File: src/rtl/intc_pkg.sv
package intc_pkg;

    // Register selection after offset decode
    typedef enum logic [1:0] {
        SEL_NONE   = 2'd0,
        SEL_STATUS = 2'd1,
        SEL_ENABLE = 2'd2
    } reg_sel_e;

    // Pair of processor-facing interrupt signals
    typedef struct packed {
        logic irq;
        logic fiq;
    } cpu_int_t;

    localparam int unsigned OFS_W = 16;

    // Exact-match decode of a byte offset; anything else selects nothing
    function automatic reg_sel_e decode_offset(
        input logic [OFS_W-1:0] ofs,
        input logic [OFS_W-1:0] status_ofs,
        input logic [OFS_W-1:0] enable_ofs
    );
        if (ofs == status_ofs)      return SEL_STATUS;
        else if (ofs == enable_ofs) return SEL_ENABLE;
        else                        return SEL_NONE;
    endfunction

endpackage

File: src/rtl/intc_route.sv
module intc_route #(
    parameter int unsigned NUM_LINES = 32,
    parameter int unsigned FAST_LINE = 8
) (
    input  logic                 clk,
    input  logic                 rst,
    input  logic [NUM_LINES-1:0] lines,
    input  logic [NUM_LINES-1:0] mask,
    output logic [NUM_LINES-1:0] masked,
    output intc_pkg::cpu_int_t   cpu_int
);
    logic [NUM_LINES-1:0] to_fast;
    intc_pkg::cpu_int_t   cpu_int_d;

    // Per-line steering: one fixed line goes to the fast output
    for (genvar g = 0; g < NUM_LINES; g++) begin : g_steer
        assign to_fast[g] = (g == FAST_LINE);
    end

    assign masked = lines & mask;

    always_comb begin
        cpu_int_d.irq = |(masked & ~to_fast);
        cpu_int_d.fiq = |(masked &  to_fast);
    end

    always_ff @(posedge clk) begin
        if (rst) cpu_int <= '0;
        else     cpu_int <= cpu_int_d;
    end
endmodule

File: src/rtl/intc_regs.sv
module intc_regs #(
    parameter int unsigned          NUM_LINES  = 32,
    parameter int unsigned          ADDR_W     = 8,
    parameter int unsigned          STATUS_OFS = 'h44,
    parameter int unsigned          ENABLE_OFS = 'h48,
    parameter logic [NUM_LINES-1:0] ENABLE_RST = 32'hFFFE_F7FF
) (
    input  logic                 clk,
    input  logic                 rst,
    input  logic                 req,
    input  logic                 we,
    input  logic [ADDR_W-1:0]    addr,
    input  logic [NUM_LINES-1:0] wdata,
    input  logic [NUM_LINES-1:0] pending,
    output logic [NUM_LINES-1:0] mask,
    output logic [NUM_LINES-1:0] rdata
);
    import intc_pkg::*;

    localparam logic [OFS_W-1:0] ST_OFS = OFS_W'(STATUS_OFS);
    localparam logic [OFS_W-1:0] EN_OFS = OFS_W'(ENABLE_OFS);

    reg_sel_e             sel;
    logic [NUM_LINES-1:0] rd_mux;

    assign sel = decode_offset(OFS_W'(addr), ST_OFS, EN_OFS);

    always_comb begin
        case (sel)
            SEL_STATUS: rd_mux = pending;
            SEL_ENABLE: rd_mux = mask;
            default:    rd_mux = '0;
        endcase
    end

    always_ff @(posedge clk) begin
        if (rst) begin
            mask  <= ENABLE_RST;
            rdata <= '0;
        end else begin
            if (req && we && sel == SEL_ENABLE) mask <= wdata;
            rdata <= (req && !we) ? rd_mux : '0;
        end
    end
endmodule

File: src/rtl/intc_top.sv
module intc_top #(
    parameter int unsigned          NUM_LINES  = 32,
    parameter int unsigned          ADDR_W     = 8,
    parameter int unsigned          FAST_LINE  = 8,
    parameter int unsigned          STATUS_OFS = 'h44,
    parameter int unsigned          ENABLE_OFS = 'h48,
    parameter logic [NUM_LINES-1:0] ENABLE_RST = 32'hFFFE_F7FF
) (
    input  logic                 clk,
    input  logic                 rst,
    input  logic                 bus_req,
    input  logic                 bus_we,
    input  logic [ADDR_W-1:0]    bus_addr,
    input  logic [NUM_LINES-1:0] bus_wdata,
    output logic [NUM_LINES-1:0] bus_rdata,
    input  logic [NUM_LINES-1:0] irq_lines,
    output logic                 irq_out,
    output logic                 fiq_out
);
    logic [NUM_LINES-1:0] mask;
    logic [NUM_LINES-1:0] masked;
    intc_pkg::cpu_int_t   cpu_int;

    intc_regs #(
        .NUM_LINES (NUM_LINES),
        .ADDR_W    (ADDR_W),
        .STATUS_OFS(STATUS_OFS),
        .ENABLE_OFS(ENABLE_OFS),
        .ENABLE_RST(ENABLE_RST)
    ) u_regs (
        .clk    (clk),
        .rst    (rst),
        .req    (bus_req),
        .we     (bus_we),
        .addr   (bus_addr),
        .wdata  (bus_wdata),
        .pending(masked),
        .mask   (mask),
        .rdata  (bus_rdata)
    );

    intc_route #(
        .NUM_LINES(NUM_LINES),
        .FAST_LINE(FAST_LINE)
    ) u_route (
        .clk    (clk),
        .rst    (rst),
        .lines  (irq_lines),
        .mask   (mask),
        .masked (masked),
        .cpu_int(cpu_int)
    );

    assign irq_out = cpu_int.irq;
    assign fiq_out = cpu_int.fiq;
endmodule

File: config.mk
export PLATFORM = sky130hd
export DESIGN_NAME = intc_top
export DESIGN_NICKNAME = d
export VERILOG_FILES = /design/src/rtl/intc_pkg.sv /design/src/rtl/intc_route.sv /design/src/rtl/intc_regs.sv /design/src/rtl/intc_top.sv
export SDC_FILE = /design/constraint.sdc
export NUM_CORES = 1
export LEC_CHECK = 0
export BUFFER_PORTS_ARGS = -buffer_cell sky130_fd_sc_hd__buf_2
export CAP_MARGIN = 15
export CORE_ASPECT_RATIO = 1.5
export CORE_UTILIZATION = 25
export CTS_BUF_LIST = sky130_fd_sc_hd__clkbuf_4 sky130_fd_sc_hd__clkbuf_8
export DETAILED_ROUTE_END_ITERATION = 8
export GPL_ROUTABILITY_DRIVEN = 0
export GPL_TIMING_DRIVEN = 1
export PLACE_DENSITY = 0.52
export SLEW_MARGIN = 20
export SYNTH_ARGS = -nofsm -noshare
export SYNTH_HDL_FRONTEND = slang
export SYNTH_HIERARCHICAL = 1
export SYNTH_SLANG_ARGS = --single-unit
File: constraint.sdc
create_clock -name clk -period 1.7 [get_ports clk]
set_clock_uncertainty 0.05 [all_clocks]
set_input_delay 0.085 -clock clk [delete_from_list [all_inputs] [get_ports clk]]
set_output_delay 0.085 -clock clk [all_outputs]
set_load 0.005 [all_outputs]
=== Yosys cells after proc, flatten, opt, wreduce, memory -nomap -nowiden ===
Cells that the tools add are included.

* Register bits: 66
* Latch bits: 0
* Memory bits (writable): 0
* Memory bits (read-only): 0
* Input bits: 76
* Output and inout port bits: 34
* Word-level logic and storage cells: 19
* Memories: 0

* Add/subtract/negate cells: 0
* $mul: 0
* Div/mod/pow operators: 0
* Magnitude comparators: 0
* Equal/unequal tests: 4
* Shift-type cells: 0
* Muxes and demuxes: 3
* Bitwise operators: 2
* Reductions and logical operators: 6

{| class="wikitable"
|+ Operator list
! cell !! count
|-
| $pmux 32 s2 || 1
|-
| $and 32x32->32 || 1
|-
| $reduce_or 31->1 || 1
|-
| $eq 8x7->1 const B || 2
|-
| $mux 2 || 2
|-
| $logic_and 1x1->1 || 3
|-
| $eq 2x1->1 const B || 1
|-
| $eq 2x2->1 const B || 1
|-
| $reduce_or 2->1 || 1
|-
| $logic_not 1->1 || 1
|-
| $not 1->1 || 1
|}

=== Depth between registers and ports, before layout ===
Gate-level depths: netlist of run 1.

* Depth in word-level cells: 5
* Depth in mapped cells: 6
* Gate-level depth less buffers: 4

=== Cells and area by module ===
The synthesis of run 1 kept the hierarchy.

{| class="wikitable"
|+ Modules (own cells, without submodules)
! module !! instances !! cells each !! area an instance (µm²) !! seq. area each (µm²)
|-
| intc_regs || 1 || 253 || 2419.8 || 1281.2
|-
| intc_route || 1 || 47 || 330.3 || 40.0
|}

=== Worst setup path after synthesis of run 1 ===
Ideal clock, no wire load.

* Kind: register to register
* Start point: register u_regs.mask[28]
* End point: register, netlist name u_route/cpu_int[1]
* Setup time: 0.140 ns
* Arrival: 1.303 ns
* Required time: 1.510 ns
* Setup slack: 0.207 ns
* Cell stages (with the launch flop): 5
* Path buffers: 0
* Period minus slack after synthesis: 1.493 ns
* Cells stage by stage: dfxtp_1 > and2_1 > or4_1 > nor4_1 > a41oi_1

* Word-level cells in the longest chain between the ends: 2

{| class="wikitable"
|+ Ends and longest elaborated chain
! what !! RTL line !! source
|-
| start: declaration || intc_regs.sv:15 || <nowiki>output logic [NUM_LINES-1:0] mask,</nowiki>
|-
| start signal: assignment || intc_regs.sv:41 || <nowiki>if (req && we && sel == SEL_ENABLE) mask <= wdata;</nowiki>
|-
| $and 32x32->32 || intc_route.sv:20 || <nowiki>assign masked = lines & mask;</nowiki>
|-
| via masked[28] || intc_top.sv:21 || <nowiki>logic [NUM_LINES-1:0] masked;</nowiki>
|-
| $reduce_or 31->1 || intc_route.sv:23 || <nowiki>cpu_int_d.irq = |(masked & ~to_fast);</nowiki>
|}

The timed path passes the listed nets, and every way through them passes these cells.
A chain may end at the register's enable or synchronous reset.

=== Worst setup path after layout of run 1 ===
* Start point: register u_regs.mask[21]
* End point: register, netlist name u_route/cpu_int[1]

* Word-level cells in the longest chain between the ends: 2

{| class="wikitable"
|+ Ends and longest elaborated chain
! what !! RTL line
|-
| $and 32x32->32 || intc_route.sv:20
|-
| via masked[21] || intc_top.sv:21
|-
| $reduce_or 31->1 || intc_route.sv:23
|}

The timed path passes the listed nets, and every way through them passes these cells.

==> metrics.yaml, run 1 <==
status: "finished clean"
vias: 2597
slew_viol_final: 0
relSlewSlack: 0.720
r2r_cells: 4
hold_class: "input pin to flip-flop"
rsz0062_at_grt: "no"
cts_made_buffers: 9
crit_arrival_ps: 1800
cts_setup_buffers: 0
synth_cells: 300
drc: 0
grt_pass1_wl_microns: 12300
final_util: 0.371
fp.dieH_microns: 130
start_kind: "flip-flop"
drt_iter0_markers: 103
synthMuxAreaShare: 0.116
grt_pass1_vias: 2597
clk_latency_ps: 340
powerDensity_nw_per_um2: 795
finalNonFillerCells: 585
grt_max_degree: 40
synth_xor_area_frac: 0
cts_buffer_depth: 2
hold_depth: 3
yosys_warnings: 6
top_usage_layer: "met2"
routed_wl_microns: 8010
tritoncts: "built"
dr.pass1.iters: 4
synth_adder_area_share: 0
wl_per_cell_microns: 13.7
synth_top_family_by_area: "simple AND/OR/NAND/NOR gates"
dp_cells: 538
synth_nets: 376
max_cap_violations: 0
ys_types: 21
start_util: 0.258
htree_levels: 3
tightest_slew_ps: 416
antenna_left: 0
final_layout_size_suffix_gt1_frac: 0.322
ys_seq_elements: 66
area_growth_pct: 43.8
path_buf_inv: 0
fin_tns_setup_ps: 0
cp.depth: 4
cts-root-buf: "clkbuf_8"
cp_slowest_cell: "or4_4"
overflow: 0
dp_hpwl_microns: 5620
fmax_mhz: 609
viasPerCell: 4.44
peakVddDrop_mv: 0.277
finalHoldViolCount: 0
critical_path.top_delay_family: "simple AND/OR/NAND/NOR gates"
use_met3: 0.0440
cts.clk_slew.worst_paths_ps: 70
diodes: 0
finalCritPeriodShare: 0.966
slowest_delay_ps: 550
synthSimpleGateAreaFrac: 0.255
grt_use_met2: 0.269
leakage_nw: 1.66
worstPathCellList: "and2_1, or4_4, nor4_4, a41oi_2"
pin_count: 110
fp-row-count: 46
die-area_sq_um: 11400
setup.worst_path.class: "flip-flop to flip-flop"
synth.cell_area_sq_um: 2750
path_max_fanout: 3
setup_viol: 0
core_sq_um: 10600
grtUsageMet1: 0.155
endpoint_kind: "flip-flop"
numPortBuffers: 109
antenna_found_initial: 0
critPathRequiredTime_ps: 1860
num-nets-final: 513
avgSynthCellArea_sq_um: 9.17
chipWidth_microns: 87.6
gr-usage-all-layers: 0.147
ys_seq_area_frac: 0.480
synth_compound_area_frac: 0.0905
min_period_ps: 1640
cts.sinks: 66
-- flip-flops by register name (all words and copies together), names as in the netlist --
register,count
u_route/cpu_int,2
u_regs/mask,32
u_regs/rdata,32
-- cell families (layout without fill, tap and decap cells) --
group           after synthesis  after routing
flops                        66             66
buf+inv                      23            164
compound gates               33             33
mux                          32             32
simple gates                146            146
-- per-stage QoR --
stage	area [sq um]	total power, mW	hold WS [ps]	worst slack [ps]
final	3960	3.14	58.6	58.6
after global placement	3410	1.86	294	-82.7
after CTS	3930	3.20	36.9	30.2
after global routing	3960	3.28	72.5	1.05
after floorplan	2750	1.73	107	207
after detailed placement	3410	1.86	298	-35.1
-- metal layers --
layer / part of all wire / wire (microns)
met1: 0.41 / 3250
met2: 0.53 / 4230
met3: 0.050 / 404
met4: 0.016 / 131
met5: 0 / 0
-- synthesized netlist by cell type --
cell type | n | area share
nor2_1 | 93 | 0.13
dfxtp_1 | 66 | 0.48
a22oi_1 | 32 | 0.087
and2_1 | 32 | 0.073
mux2i_1 | 32 | 0.12
clkbuf_1 | 14 | 0.019
or4_1 | 5 | 0.014
nand2b_1 | 4 | 0.0091
buf_12 | 3 | 0.022
buf_2 | 3 | 0.0055
nor4_1 | 3 | 0.0068
buf_6 | 2 | 0.0082
nor2b_1 | 2 | 0.0045
nor3_1 | 2 | 0.0036
a41oi_1 | 1 | 0.0032
and4_4 | 1 | 0.0041
and4bb_1 | 1 | 0.0045
buf_4 | 1 | 0.0027
nand3_1 | 1 | 0.0018
nor2b_4 | 1 | 0.0050
or2_2 | 1 | 0.0023
-- cell type report --
class | count | area, sq um
tap | 144 | 180
clock inverter | 2 | 10.0
clock buffer | 13 | 179
fill | 1108 | 6690
sequential | 66 | 1320
timing repair buffer | 149 | 951
multi-input combinational | 211 | 1310
-- worst paths after layout --
kind	from	slack, ps	end
max reg2reg	u_regs/mask[21]	60	u_route/cpu_int[1]
min reg2reg	u_regs/mask[16]	440	u_regs/mask[16]
max	u_regs/mask[21]	60	u_route/cpu_int[1]
min	irq_lines[8]	60	u_route/cpu_int[0]
-- cells in the final DEF, fill, tap and decap left out --
cell type	instances
dfxtp_1	66
mux2i_1	32
nor2b_1	1
and4_4	1
nor2_1	93
clkbuf_8	13
nor4_2	1
or4_4	3
buf_2	109
nor3_1	2
nand3_1	1
a41oi_2	1
nor2b_4	1
dlygate4sd3_1	32
or4_1	2
and4bb_1	1
buf_4	6
a22oi_1	32
clkinv_2	2
and2_1	32
buf_12	2
nor4_1	1
nand2b_1	4
or2_2	1
nor4_4	1
nor2b_2	1
-- power by group --
group | internal, mW | switching [mW] | leakage, nW
Clock | 0.676 | 0.581 | 0.101
Combinational | 0.185 | 0.150 | 1.02
Sequential | 1.55 | 0.00128 | 0.533
-- worst reg2reg max path: stages (launching register included) --
cell     delay, ps
dfxtp_1        320
and2_1         160
or4_4          550
nor4_4         300
a41oi_2        130
-- timing repair --
| item | 4_1_cts | 5_1_grt |
|---|---|---|
| hold buffers | 32 | 0 |
| gates resized for setup | 2 | 5 |
| pin swaps | 0 | 1 |
| endpoints found under the setup margin | 1 | 1 |
| endpoints found under the hold margin | 32 | 0 |
Note: power is estimated with default switching activity, not from simulation.
==> inputs of run 2 (changes only) <==
CORE_MARGIN = 4   (was default)
==> run 2 against run 1 <==
  * Total power down 2.0%
  * Highest routed layer unchanged
  * Sequential cell count unchanged
  * First-iteration DRC count down 45%
  * Worst hold slack better by 1.7 ps
  * Cell count unchanged
  * Sequential share of layout area up 0.31 points
  * Fmax up 1.2%
==> metrics.yaml, run 2 (synthesized netlist as in run 1, its figures left out) <==
status: "finished clean"
fp.dieH_microns: 136
antenna_found_initial: 0
dp_hpwl_microns: 5960
leakage_nw: 1.65
tightest_slew_ps: 412
drt_iter0_markers: 57
finalHoldViolCount: 0
dpl_worst_slack_ps: -34.3
tritoncts: "built"
whs_ps: 60.3
path_max_fanout: 2
cts_made_buffers: 9
area_growth_pct: 42.9
reg_top3: "u_regs/mask x32, u_regs/rdata x32, u_route/cpu_int x2"
finalCritPeriodShare: 0.954
overflow: 0
grt_max_degree: 35
combPwrFrac: 0.109
drc: 0
vias: 2535
start_kind: "flip-flop"
switching_share: 0.239
setup_ws_ps: 78.5
powerDensity_nw_per_um2: 784
routed_wl_microns: 8610
mostFrequentLayoutCells: "buf_2 (109), nor2_1 (93), dfxtp_1 (63)"
final_common_cell: "buf_2"
antenna_left: 0
r2r_cells: 4
numPortBuffers: 109
num-nets-final: 513
grt_use_met2: 0.253
cts-root-buf: "clkbuf_8"
rsz0062_at_grt: "no"
max_cap_violations: 0
clk_latency_ps: 340
viasPerCell: 4.33
setup_viol: 0
final_layout_size_suffix_gt1_frac: 0.331
hold_class: "input pin to flip-flop"
slew_viol_final: 0
critPathRequiredTime_ps: 1860
switching_power_uw: 735
start_util: 0.258
core_sq_um: 10600
grt_pass1_vias: 2670
grtUsageMet1: 0.147
setup.worst_path.class: "flip-flop to flip-flop"
peakVddDrop_mv: 0.332
dpl_cell_area_sq_um: 3390
fmax_mhz: 617
cts.clk_slew.worst_paths_ps: 70
hold_depth: 3
endpoint_kind: "flip-flop"
nFillCells: 1111
diodes: 0
fp-row-count: 46
top_usage_layer: "met2"
seq_power_share: 0.503
use_met3: 0.0393
die-area_sq_um: 12800
grt_pass1_wl_microns: 13300
htree_levels: 3
chipWidth_microns: 93.6
relSlewSlack: 0.725
cts.sinks: 66
final_area_sq_um: 3930
p_clk_frac: 0.388
crit_arrival_ps: 1780
wl_per_cell_microns: 14.7
pin_count: 110
internal-power_mw: 2.35
dr.pass1.iters: 4
min_period_ps: 1620
report.power.total_mw: 3.08
gr-usage-all-layers: 0.139
cts_buffer_depth: 2
[run 2: through the flow]
stage                     cells   util  TNS [ps]
after CTS                   584  0.365         0
final                       585  0.369         0
after floorplan             300      -         0
after detailed placement    537  0.318     -34.3
after global routing        585  0.369         0
after global placement      537  0.318     -11.1
[run 2: final timing paths]
check | startpoint | end | slack (ps)
max | u_regs/mask[19] | u_route/cpu_int[1] | 80
min | irq_lines[8] | u_route/cpu_int[0] | 60
max reg2reg | u_regs/mask[19] | u_route/cpu_int[1] | 80
min reg2reg | u_regs/mask[16] | u_regs/mask[16] | 440
[run 2: per-layer routing]
layer	wire, microns	up-vias	part of all wire
met3	495	9	0.057
met1	3330	1167	0.39
met2	4650	73	0.54
met4	136	0	0.016
met5	0	-	0
li1	-	1286	-
[run 2: power by group through the flow]
stage | Combinational, mW | Clock (mW) | Sequential [mW]
after floorplan | 0.146 | 0 | 1.59
after global placement | 0.274 | 0 | 1.59
after detailed placement | 0.275 | 0 | 1.59
after CTS | 0.333 | 1.25 | 1.55
after global routing | 0.372 | 1.33 | 1.55
final | 0.335 | 1.19 | 1.55
[run 2: layout make-up]
type	instances	area, sq um	share of cell area
Clock buffer	12	159	0.0404
Clock inverter	3	15.0	0.00382
Multi-Input combinational cell	211	1310	0.334
Sequential cell	66	1330	0.337
Tap cell	144	180	0.0458
Timing Repair Buffer	149	938	0.239
[run 2: what timing repair did]
| item | CTS | global route |
|---|---|---|
| gates resized for setup | 1 | 10 |
| endpoints found under the setup margin | 1 | 1 |
| hold endpoints to repair | 32 | 0 |
| hold buffers | 32 | 0 |
| buffers inserted | 0 | 1 |
| pin swaps | 0 | 2 |
[run 2: critical path, stage by stage, from the launching register on]
cell and delay (ps):
dfxtp_2 320, and2_4 130, or4_4 550, nor4_4 310
a41oi_2 120
